[src/rtl/fxs_pkg.sv]
package fxs_pkg;

  typedef enum logic [2:0] {
    ST_IDLE   = 3'd0,
    ST_RUN    = 3'd1,
    ST_IRETRY = 3'd2,
    ST_IWAIT  = 3'd3,
    ST_DRETRY = 3'd4,
    ST_DWAIT  = 3'd5,
    ST_SWOUT  = 3'd6
  } fxs_state_e;

  typedef enum logic [1:0] {
    K_ALU   = 2'd0,
    K_LOAD  = 2'd1,
    K_STORE = 2'd2,
    K_PREF  = 2'd3
  } fxs_kind_e;

endpackage

[src/rtl/fxs_hold.sv]
module fxs_hold #(
  parameter int W = 32
) (
  input  logic         clk,
  input  logic         rst,
  input  logic         load_i,
  input  logic         clear_i,
  input  logic [W-1:0] data_i,
  output logic         valid_o,
  output logic [W-1:0] data_o
);

  always_ff @(posedge clk) begin
    if (rst) begin
      valid_o <= 1'b0;
      data_o  <= '0;
    end else if (load_i) begin
      valid_o <= 1'b1;
      data_o  <= data_i;
    end else if (clear_i) begin
      valid_o <= 1'b0;
    end
  end


  hold_set_chk: assert property (@(posedge clk) disable iff (rst)
    load_i |=> (valid_o && data_o == $past(data_i)));


  hold_clr_chk: assert property (@(posedge clk) disable iff (rst)
    (clear_i && !load_i) |=> !valid_o);

endmodule

[src/rtl/fxs_delay.sv]
module fxs_delay #(
  parameter int W = 8
) (
  input  logic         clk,
  input  logic         rst,
  input  logic         load_i,
  input  logic [W-1:0] value_i,
  input  logic         dec_i,
  output logic         zero_o
);

  logic [W-1:0] cnt_q;
  localparam logic [W-1:0] ONE = {{(W-1){1'b0}}, 1'b1};

  always_ff @(posedge clk) begin
    if (rst)                          cnt_q <= '0;
    else if (load_i)                  cnt_q <= value_i;
    else if (dec_i && cnt_q != '0)    cnt_q <= cnt_q - ONE;
  end

  assign zero_o = (cnt_q == '0);


  dly_step_chk: assert property (@(posedge clk) disable iff (rst)
    (!load_i && dec_i && !zero_o) |=> (cnt_q == $past(cnt_q) - ONE));

endmodule

[src/rtl/fxs_decode.sv]
module fxs_decode
  import fxs_pkg::*;
#(
  parameter int INSN_W = 32,
  parameter int ADDR_W = 32,
  parameter int AF_LSB = 16
) (
  input  logic [INSN_W-1:0] insn_i,
  output logic              is_mem_o,
  output logic              is_store_o,
  output logic [1:0]        size_o,
  output logic [ADDR_W-1:0] addr_o
);

  fxs_kind_e kind;
  logic      unused_bits;

  assign kind        = fxs_kind_e'(insn_i[1:0]);
  assign is_mem_o    = (kind == K_LOAD) || (kind == K_STORE);
  assign is_store_o  = (kind == K_STORE);
  assign size_o      = insn_i[3:2];
  assign addr_o      = ADDR_W'(insn_i[INSN_W-1:AF_LSB]);
  assign unused_bits = ^insn_i[AF_LSB-1:4];

endmodule

[src/rtl/fx_sequencer.sv]
module fx_sequencer
  import fxs_pkg::*;
#(
  parameter int                ADDR_W      = 32,
  parameter int                INSN_W      = 32,
  parameter int                DATA_W      = 64,
  parameter int                DLY_W       = 8,
  parameter int                INSN_BYTES  = 4,
  parameter logic [ADDR_W-1:0] RESET_PC    = 'h100,
  parameter logic [ADDR_W-1:0] FAULT_PC    = 'h80
) (
  input  logic              clk,
  input  logic              rst,
  input  logic              activate_i,
  input  logic [DLY_W-1:0]  delay_i,
  input  logic              suspend_i,
  input  logic              swout_i,
  output logic              sw_ack_o,
  input  logic              fetch_fault_i,
  output logic              if_req_o,
  output logic [ADDR_W-1:0] if_addr_o,
  input  logic              if_acc_i,
  input  logic              if_retry_i,
  input  logic              if_rsp_i,
  input  logic [INSN_W-1:0] if_rdata_i,
  input  logic              d_fault_i,
  output logic              d_req_o,
  output logic [ADDR_W-1:0] d_addr_o,
  output logic              d_we_o,
  output logic [DATA_W-1:0] d_wdata_o,
  output logic [1:0]        d_size_o,
  input  logic              d_acc_i,
  input  logic              d_retry_i,
  input  logic              d_rsp_i,
  output logic [2:0]        state_o,
  output logic [ADDR_W-1:0] pc_o,
  output logic              retire_o,
  output logic              proto_err_o
);

  localparam int DP_W = ADDR_W + 1 + DATA_W + 2;
  localparam logic [ADDR_W-1:0] STEP = ADDR_W'(INSN_BYTES);

  fxs_state_e        state_q, state_d, bnd_st;
  logic [ADDR_W-1:0] pc_q, pc_d;
  logic              retire_q, err_q, ack_q, stop_pend_q, stop_pend_d;

  // ---------------- sub-blocks ----------------
  logic              cnt_zero;
  logic              dec_mem, dec_store;
  logic [1:0]        dec_size;
  logic [ADDR_W-1:0] dec_addr;
  logic              i_hold_v, d_hold_v;
  logic [ADDR_W-1:0] i_hold_q;
  logic [DP_W-1:0]   d_hold_q, d_new;

  logic in_run, fetch_slot, fetch_issue, fetch_flt, i_retry_ok, irsp_ok;
  logic mem_op, d_issue, d_flt, d_retry_ok, drsp_ok, done_seq, done_flt, bad;

  fxs_delay #(.W(DLY_W)) u_delay (
    .clk(clk), .rst(rst),
    .load_i (state_q == ST_IDLE && activate_i),
    .value_i(delay_i),
    .dec_i  (in_run),
    .zero_o (cnt_zero)
  );

  fxs_decode #(.INSN_W(INSN_W), .ADDR_W(ADDR_W), .AF_LSB(16)) u_dec (
    .insn_i(if_rdata_i), .is_mem_o(dec_mem), .is_store_o(dec_store),
    .size_o(dec_size), .addr_o(dec_addr)
  );

  fxs_hold #(.W(ADDR_W)) u_ihold (
    .clk(clk), .rst(rst),
    .load_i (fetch_issue && !if_acc_i),
    .clear_i(i_retry_ok),
    .data_i (pc_q),
    .valid_o(i_hold_v), .data_o(i_hold_q)
  );

  fxs_hold #(.W(DP_W)) u_dhold (
    .clk(clk), .rst(rst),
    .load_i (d_issue && !d_acc_i),
    .clear_i(d_retry_ok),
    .data_i (d_new),
    .valid_o(d_hold_v), .data_o(d_hold_q)
  );

  // ---------------- handshake decode ----------------
  assign in_run      = (state_q == ST_RUN);
  assign fetch_slot  = in_run && cnt_zero && !swout_i && !suspend_i;
  assign fetch_issue = fetch_slot && !fetch_fault_i;
  assign fetch_flt   = fetch_slot && fetch_fault_i;
  assign i_retry_ok  = (state_q == ST_IRETRY) && if_retry_i;
  assign irsp_ok     = (state_q == ST_IWAIT) && if_rsp_i;
  assign mem_op      = irsp_ok && dec_mem;
  assign d_issue     = mem_op && !d_fault_i;
  assign d_flt       = mem_op && d_fault_i;
  assign d_retry_ok  = (state_q == ST_DRETRY) && d_retry_i;
  assign drsp_ok     = (state_q == ST_DWAIT) && d_rsp_i;
  assign done_seq    = (irsp_ok && !dec_mem) || drsp_ok;
  assign done_flt    = fetch_flt || d_flt;
  assign bnd_st      = (stop_pend_q || suspend_i) ? ST_IDLE : ST_RUN;

  assign bad = (if_rsp_i   && state_q != ST_IWAIT)  ||
               (if_retry_i && state_q != ST_IRETRY) ||
               (d_rsp_i    && state_q != ST_DWAIT)  ||
               (d_retry_i  && state_q != ST_DRETRY);

  assign if_req_o  = fetch_issue || i_retry_ok;
  assign if_addr_o = i_retry_ok ? i_hold_q : pc_q;

  assign d_new   = {dec_addr, dec_store, DATA_W'(pc_q), dec_size};
  assign d_req_o = d_issue || d_retry_ok;
  assign {d_addr_o, d_we_o, d_wdata_o, d_size_o} = d_retry_ok ? d_hold_q : d_new;

  // ---------------- next state ----------------
  always_comb begin
    state_d = state_q;
    unique case (state_q)
      ST_IDLE:   if (activate_i) state_d = ST_RUN;
      ST_RUN: begin
        if (swout_i)               state_d = ST_SWOUT;
        else if (suspend_i)        state_d = ST_IDLE;
        else if (fetch_issue)      state_d = if_acc_i ? ST_IWAIT : ST_IRETRY;
      end
      ST_IRETRY: if (if_retry_i) state_d = ST_IWAIT;
      ST_IWAIT: begin
        if (if_rsp_i) begin
          if (!dec_mem || d_fault_i) state_d = bnd_st;
          else                       state_d = d_acc_i ? ST_DWAIT : ST_DRETRY;
        end
      end
      ST_DRETRY: if (d_retry_i) state_d = ST_DWAIT;
      ST_DWAIT:  if (d_rsp_i)   state_d = bnd_st;
      ST_SWOUT:  state_d = ST_SWOUT;
      default:   state_d = ST_IDLE;
    endcase
  end

  always_comb begin
    pc_d = pc_q;
    if (done_flt)      pc_d = FAULT_PC;
    else if (done_seq) pc_d = pc_q + STEP;
  end

  always_comb begin
    if (state_d == ST_IDLE || state_d == ST_RUN || state_d == ST_SWOUT)
      stop_pend_d = 1'b0;
    else
      stop_pend_d = stop_pend_q || suspend_i;
  end

  always_ff @(posedge clk) begin
    if (rst) begin
      state_q     <= ST_IDLE;
      pc_q        <= RESET_PC;
      retire_q    <= 1'b0;
      err_q       <= 1'b0;
      ack_q       <= 1'b0;
      stop_pend_q <= 1'b0;
    end else begin
      state_q     <= state_d;
      pc_q        <= pc_d;
      retire_q    <= done_seq || done_flt;
      err_q       <= err_q || bad;
      ack_q       <= swout_i;
      stop_pend_q <= stop_pend_d;
    end
  end

  assign state_o     = state_q;
  assign pc_o        = pc_q;
  assign retire_o    = retire_q;
  assign proto_err_o = err_q;
  assign sw_ack_o    = ack_q;

  // ---------------- assertions ----------------

  ihold_chk: assert property (@(posedge clk) disable iff (rst)
    (state_q == ST_IRETRY) == i_hold_v);


  dhold_chk: assert property (@(posedge clk) disable iff (rst)
    (state_q == ST_DRETRY) == d_hold_v);


  iretry_chk: assert property (@(posedge clk) disable iff (rst)
    (state_q == ST_IRETRY && if_retry_i) |=> (state_q == ST_IWAIT));


  suspend_chk: assert property (@(posedge clk) disable iff (rst)
    (state_q == ST_RUN && suspend_i && !swout_i) |=> (state_q == ST_IDLE));


  swack_chk: assert property (@(posedge clk) disable iff (rst)
    swout_i |=> sw_ack_o);


  err_sticky_chk: assert property (@(posedge clk) disable iff (rst)
    proto_err_o |=> proto_err_o);


  err_rsp_chk: assert property (@(posedge clk) disable iff (rst)
    (d_rsp_i && state_q != ST_DWAIT) |=> proto_err_o);


  pc_retire_chk: assert property (@(posedge clk) disable iff (rst)
    (pc_q != $past(pc_q)) |-> retire_o);


  fault_pc_chk: assert property (@(posedge clk) disable iff (rst)
    (fetch_slot && fetch_fault_i) |=> (pc_q == FAULT_PC && state_q == ST_RUN));

endmodule

[config.mk]
export PLATFORM = sky130hd
export DESIGN_NAME = fx_sequencer
export DESIGN_NICKNAME = d
export VERILOG_FILES = /design/src/rtl/fxs_pkg.sv /design/src/rtl/fxs_hold.sv /design/src/rtl/fxs_delay.sv /design/src/rtl/fxs_decode.sv /design/src/rtl/fx_sequencer.sv
export SDC_FILE = /design/constraint.sdc
export NUM_CORES = 1
export LEC_CHECK = 0
export ABC_CLOCK_PERIOD_IN_PS = 3100
export BUFFER_PORTS_ARGS = -buffer_cell sky130_fd_sc_hd__buf_2
export CORE_MARGIN = 4
export CORE_UTILIZATION = 55
export DETAILED_ROUTE_END_ITERATION = 16
export PLACE_DENSITY = 0.83
export SLEW_MARGIN = 20
export SYNTH_ARGS = -nofsm -noshare
export SYNTH_HDL_FRONTEND = slang
export SYNTH_HIERARCHICAL = 1
export SYNTH_SLANG_ARGS = --single-unit
export TNS_END_PERCENT = 5
[constraint.sdc]
create_clock -name clk -period 3.1 [get_ports clk]
set_input_delay 0.31 -clock clk [delete_from_list [all_inputs] [get_ports clk]]
set_output_delay 0.31 -clock clk [all_outputs]
set_load 0.005 [all_outputs]
==> results of run 1 <==
## state kept, by name (all words and copies together), names as in the netlist
name            cells
u_dhold/data_o     99
u_ihold/data_o     32
pc_o               30
u_delay/cnt_q       8
state_o             3
proto_err_o         1
retire_o            1
stop_pend_q         1
sw_ack_o            1
## critical path: cells and delay by family (launching register included)
family	cells	cell delay, ns
muxes	1	0.39
DFF	1	0.55
and+or+nand+nor	3	0.50
buffers and inverters	2	0.54
## path summary, 6_finish.rpt
check,startpoint,depth (start not counted),to
hold reg to reg,u_dhold/data_o[59],2,u_dhold/data_o[59]
setup reg to reg,u_delay/cnt_q[2],7,u_ihold/data_o[11]
setup / recovery,state_o[1],6,if_addr_o[28]
hold / removal,if_rdata_i[25],3,u_dhold/data_o[76]
## per-stage QoR
step	util	instances
final	0.6642	1330
after global routing	0.6642	1330
after CTS	0.6642	1330
after detailed placement	0.6238	1299
after global placement	0.6238	1299
after floorplan	-	956
## report_power, final
| part | internal, W | switching [W] |
|---|---|---|
| Combinational | 0.000248 | 0.000320 |
| Sequential | 0.00230 | 0.0000589 |
| Clock | 0.00147 | 0.000861 |
## layout make-up
cell class / count / area (µm²)
Multi-Input combinational cell: 672 / 4893
Tap cell: 216 / 270.3
Clock inverter: 10 / 183.9
Inverter: 13 / 48.80
Sequential cell: 176 / 3523
Clock buffer: 21 / 460.4
Timing Repair Buffer: 222 / 1209
Fill cell: 1321 / 5354
## layer usage
metal	share of wire	GRT usage	vias up	wire, µm
li1	-	-	3389	-
met1	0.45	0.2714	3184	8752
met2	0.48	0.3526	189	9455
met3	0.057	0.04330	29	1123
met4	0.017	0.06887	0	327
met5	0	0	-	0
==> impl_metrics.ini, run 1 <==
[status]
outcome = complete, no violations

[pwr]
pwr_density_cell_nw_per_um2 = 496.4
static-leakage-power_nw = 4.430
ir_worst_vdd_v = 0.0003568
post-layout-total-power_w = 0.005256

[hold_path]
timing.hold.worst.class = primary input to flop

[detailed_routing]
final_antenna_net_count = 0
drt-initial-drc-count = 259
vias_per_cell = 5.106
drt-wirelength-per-cell_um = 14.78
postRouteWirelength_um = 19660
drt_pre_antenna_iters = 4
routed-via-count = 6791
drc_errors = 0

[layout]
finalNetCount = 1159
finalInstanceArea_um2 = 10590
final_common_cell = sky130_fd_sc_hd__buf_2
layout_cells_sized_above_1 = 0.2837
syn_to_final_growth_pct = 17.56
final_cell_mix = 208 x sky130_fd_sc_hd__buf_2, 179 x sky130_fd_sc_hd__nor2_1, 176 x sky130_fd_sc_hd__dfxtp_1
antenna-diode-count = 0

[die]
rows = 46
die_width_um = 136.0
io-pin-count = 224
coreArea_um2 = 15940
dieArea_um2 = 18490
floorplan.initialDensity = 0.5650
die_span_in_y_um = 136.0

[timing]
final_period_minus_worst_setup_slack_ns = 2.733
timing_worst_slew_pin_value_ns = 0.7714
setup_total_negative_slack_ns = 0
maxClockFrequency_mhz = 365.8
clock_skew_ns = 0.007850
timing.hold.ws_ns = 0.1391
timing_hold_violations_final = 0
final_min_period_over_clock_period = 0.8817
worst_slack_ns = 0.3666
grt_setup_unrepaired = false
slew_viol_final = 0
final-setup-viol-count = 0
max_slew_margin = 0.4857

[global_route]
wire_length_of_the_first_global_routing_pass_um = 32040
grt.total_usage = 0.2102
grt_max_degree = 73
first_global_vias = 6559
antenna_violations_before_repair = 0
gr-total-overflow = 0

[clocking]
insertion_delay_ns = 0.42
cts.sinks = 176
clkTransAtPathRegs_ns = 0.06
post_cts_resize_count = 0
cts-root-buf = sky130_fd_sc_hd__clkbuf_16
cts_made_buffers = 17
h-tree-depth = 4
ctsHoldBuffers = 0
cts_max_path_buffers = 2
cts_tree = yes
cts_post_setup_buffers_inserted = 0

[worst_setup_path]
worst-path-max-fanout = 33
crit_path_cell_trace = nand2b_1 -> nor2_1 -> and2_1 -> buf_4 -> mux2_1 -> buf_2
r2r_slack_ns = 0.48
endpoint_required_time_on_the_critical_path_ns = 2.79
cp.arrival_ns = 2.42
crit_path_start_kind = flop
max_stage_delay_ns = 0.55
timing_worst_setup_path_type = flop to output pin
endpoint_kind = output pin
cpMaxStageDelayCell = sky130_fd_sc_hd__dfxtp_1

[placed_design]
gp_routability_congestion = 0.8520
dp_slack_ns = 0.5181
detailed_place.area_um2 = 9945
placement.io_buffers = 209
detailed_place_hpwl_um = 13510

[logic_synthesis]
postSynthAreaPerCell_um2 = 9.964
yosysWarnings = 6
post_synth_inst_count = 904
syn_area_um2 = 9007

[flow_run]
cap_violations = 0
Note: power is estimated with default switching activity, not from simulation.
==> run 2: changes to the inputs <==
--- a/config.mk
+++ b/config.mk
@@ -10,7 +10,7 @@
 export CORE_MARGIN = 4
 export CORE_UTILIZATION = 55
 export DETAILED_ROUTE_END_ITERATION = 16
-export PLACE_DENSITY = 0.83
+export PLACE_DENSITY = 0.82
 export SLEW_MARGIN = 20
 export SYNTH_ARGS = -nofsm -noshare
 export SYNTH_HDL_FRONTEND = slang
==> impl_metrics.ini, run 2 (same netlist as run 1, synthesis figures left out) <==
[die]
coreArea_um2 = 15940
die_width_um = 136.0
die_span_in_y_um = 136.0
rows = 46
io-pin-count = 224
dieArea_um2 = 18490
floorplan.initialDensity = 0.5650

[placed_design]
gp_routability_congestion = 0.8175
detailed_place_hpwl_um = 13710
detailed_place.area_um2 = 9953
placement.io_buffers = 209
dp_cells = 1300

[global_route]
grt_max_degree = 79
antenna_violations_before_repair = 0
wire_length_of_the_first_global_routing_pass_um = 31800
gr-total-overflow = 0
first_global_vias = 6476
grt.total_usage = 0.2117

[timing]
setup_total_negative_slack_ns = 0
clock_skew_ns = 0.01477
final_period_minus_worst_setup_slack_ns = 2.746
final-setup-viol-count = 0
grt_setup_unrepaired = false
final_min_period_over_clock_period = 0.8858
max_slew_margin = 0.4300
maxClockFrequency_mhz = 364.2
slew_viol_final = 0
timing_hold_violations_final = 0
timing_worst_slew_pin_value_ns = 0.8549

[layout]
finalInstanceArea_um2 = 10580
finalNetCount = 1160
multiInputGateArea_um2 = 4895
syn_to_final_growth_pct = 17.49
largest_register_ffs = 99
number_of_fill_cells = 1285
final_cell_mix = 208 x sky130_fd_sc_hd__buf_2, 179 x sky130_fd_sc_hd__nor2_1, 176 x sky130_fd_sc_hd__dfxtp_1
area.sequential_um2 = 3523
layout_cells_sized_above_1 = 0.2867
largest_register = u_dhold/data_o
final_common_cell = sky130_fd_sc_hd__buf_2
antenna-diode-count = 0
post_layout_nonfiller_instances = 1332
final_util = 0.6638

[worst_setup_path]
crit_path_start_kind = flop
timing_worst_setup_path_type = flop to output pin
worst-path-max-fanout = 31
path_delay_family = simple AND/OR/NAND/NOR gates
endpoint_required_time_on_the_critical_path_ns = 2.79
endpoint_kind = output pin
crit_path_cell_trace = nand2b_1 -> nor2_1 -> and2_2 -> buf_4 -> mux2_1 -> buf_2
cpMaxStageDelayCell = sky130_fd_sc_hd__dfxtp_1
max_stage_delay_ns = 0.54
buffers_and_inverters_on_the_worst_path = 2
cp.arrival_ns = 2.44

[pwr]
ir_worst_vdd_v = 0.0003798
post-layout-total-power_w = 0.005208
pwr_density_cell_nw_per_um2 = 492.1
static-leakage-power_nw = 4.431

[detailed_routing]
routed-via-count = 6757
drc_errors = 0
final_antenna_net_count = 0
postRouteWirelength_um = 19690
drt-wirelength-per-cell_um = 14.78
vias_per_cell = 5.073
drt-initial-drc-count = 300
drt_pre_antenna_iters = 4

[status]
outcome = complete, no violations

[clocking]
insertion_delay_ns = 0.42
clkTransAtPathRegs_ns = 0.07
post_cts_resize_count = 0
h-tree-depth = 4
cts.sinks = 176
cts_made_buffers = 17
cts_post_setup_buffers_inserted = 0
ctsHoldBuffers = 0
cts_tree = yes
cts-root-buf = sky130_fd_sc_hd__clkbuf_16
cts_max_path_buffers = 2

[hold_path]
timing.hold.worst.class = primary input to flop

[flow_run]
cap_violations = 0
==> run 2: cell type report <==
cell class | instances | share of cell area
multi-input cells | 672 | 0.4625
flip-flops and latches | 176 | 0.3329
repair buffers | 223 | 0.1149
clock buffers | 18 | 0.04055
well taps | 216 | 0.02554
clock inverters | 14 | 0.01892
inverters | 13 | 0.004611
==> run 2: stage by stage <==
| stage | worst slack, ns | hold WS (ns) |
|---|---|---|
| global placement | 0.5427 | 0.4628 |
| finish | 0.3539 | 0.1405 |
| global route | 0.1836 | 0.1362 |
| CTS | 0.3439 | 0.1178 |
| detailed placement | 0.5015 | 0.4628 |
| floorplan | 0.8721 | 0.4382 |
==> run 2: worst reg2reg max path, cell delays in order (launching register included) <==
cell                       delay (ns)
sky130_fd_sc_hd__dfxtp_1         0.36
sky130_fd_sc_hd__or4_4           0.59
sky130_fd_sc_hd__nor4_1          0.43
sky130_fd_sc_hd__nand2b_1        0.21
sky130_fd_sc_hd__nor3_2          0.28
sky130_fd_sc_hd__buf_12          0.29
sky130_fd_sc_hd__mux2i_1         0.27
sky130_fd_sc_hd__nor2_1          0.06
==> run 2: power by group <==
group,leakage (nW),switching [W],internal [W],total (W)
sequential,1.42,0.0000571,0.00230,0.00236
combinational,2.71,0.000320,0.000250,0.000569
clock,0.304,0.000918,0.00136,0.00228
total,4.43,0.00129,0.00391,0.00521
==> run 2: path summary, 6_finish.rpt <==
path	from	end	slack, ns	cells past startpoint
max reg2reg	u_delay/cnt_q[2]	u_ihold/data_o[27]	0.47	7
max	state_o[1]	if_addr_o[27]	0.35	6
min	if_rdata_i[26]	u_dhold/data_o[77]	0.14	3
min reg2reg	proto_err_o	proto_err_o	0.48	2
==> run 2: layer usage <==
metal  track usage  part of all wire
met1        0.2697              0.44
met5             0                 0
met4       0.06719            0.0098
met2        0.3545              0.49
met3       0.05144             0.058
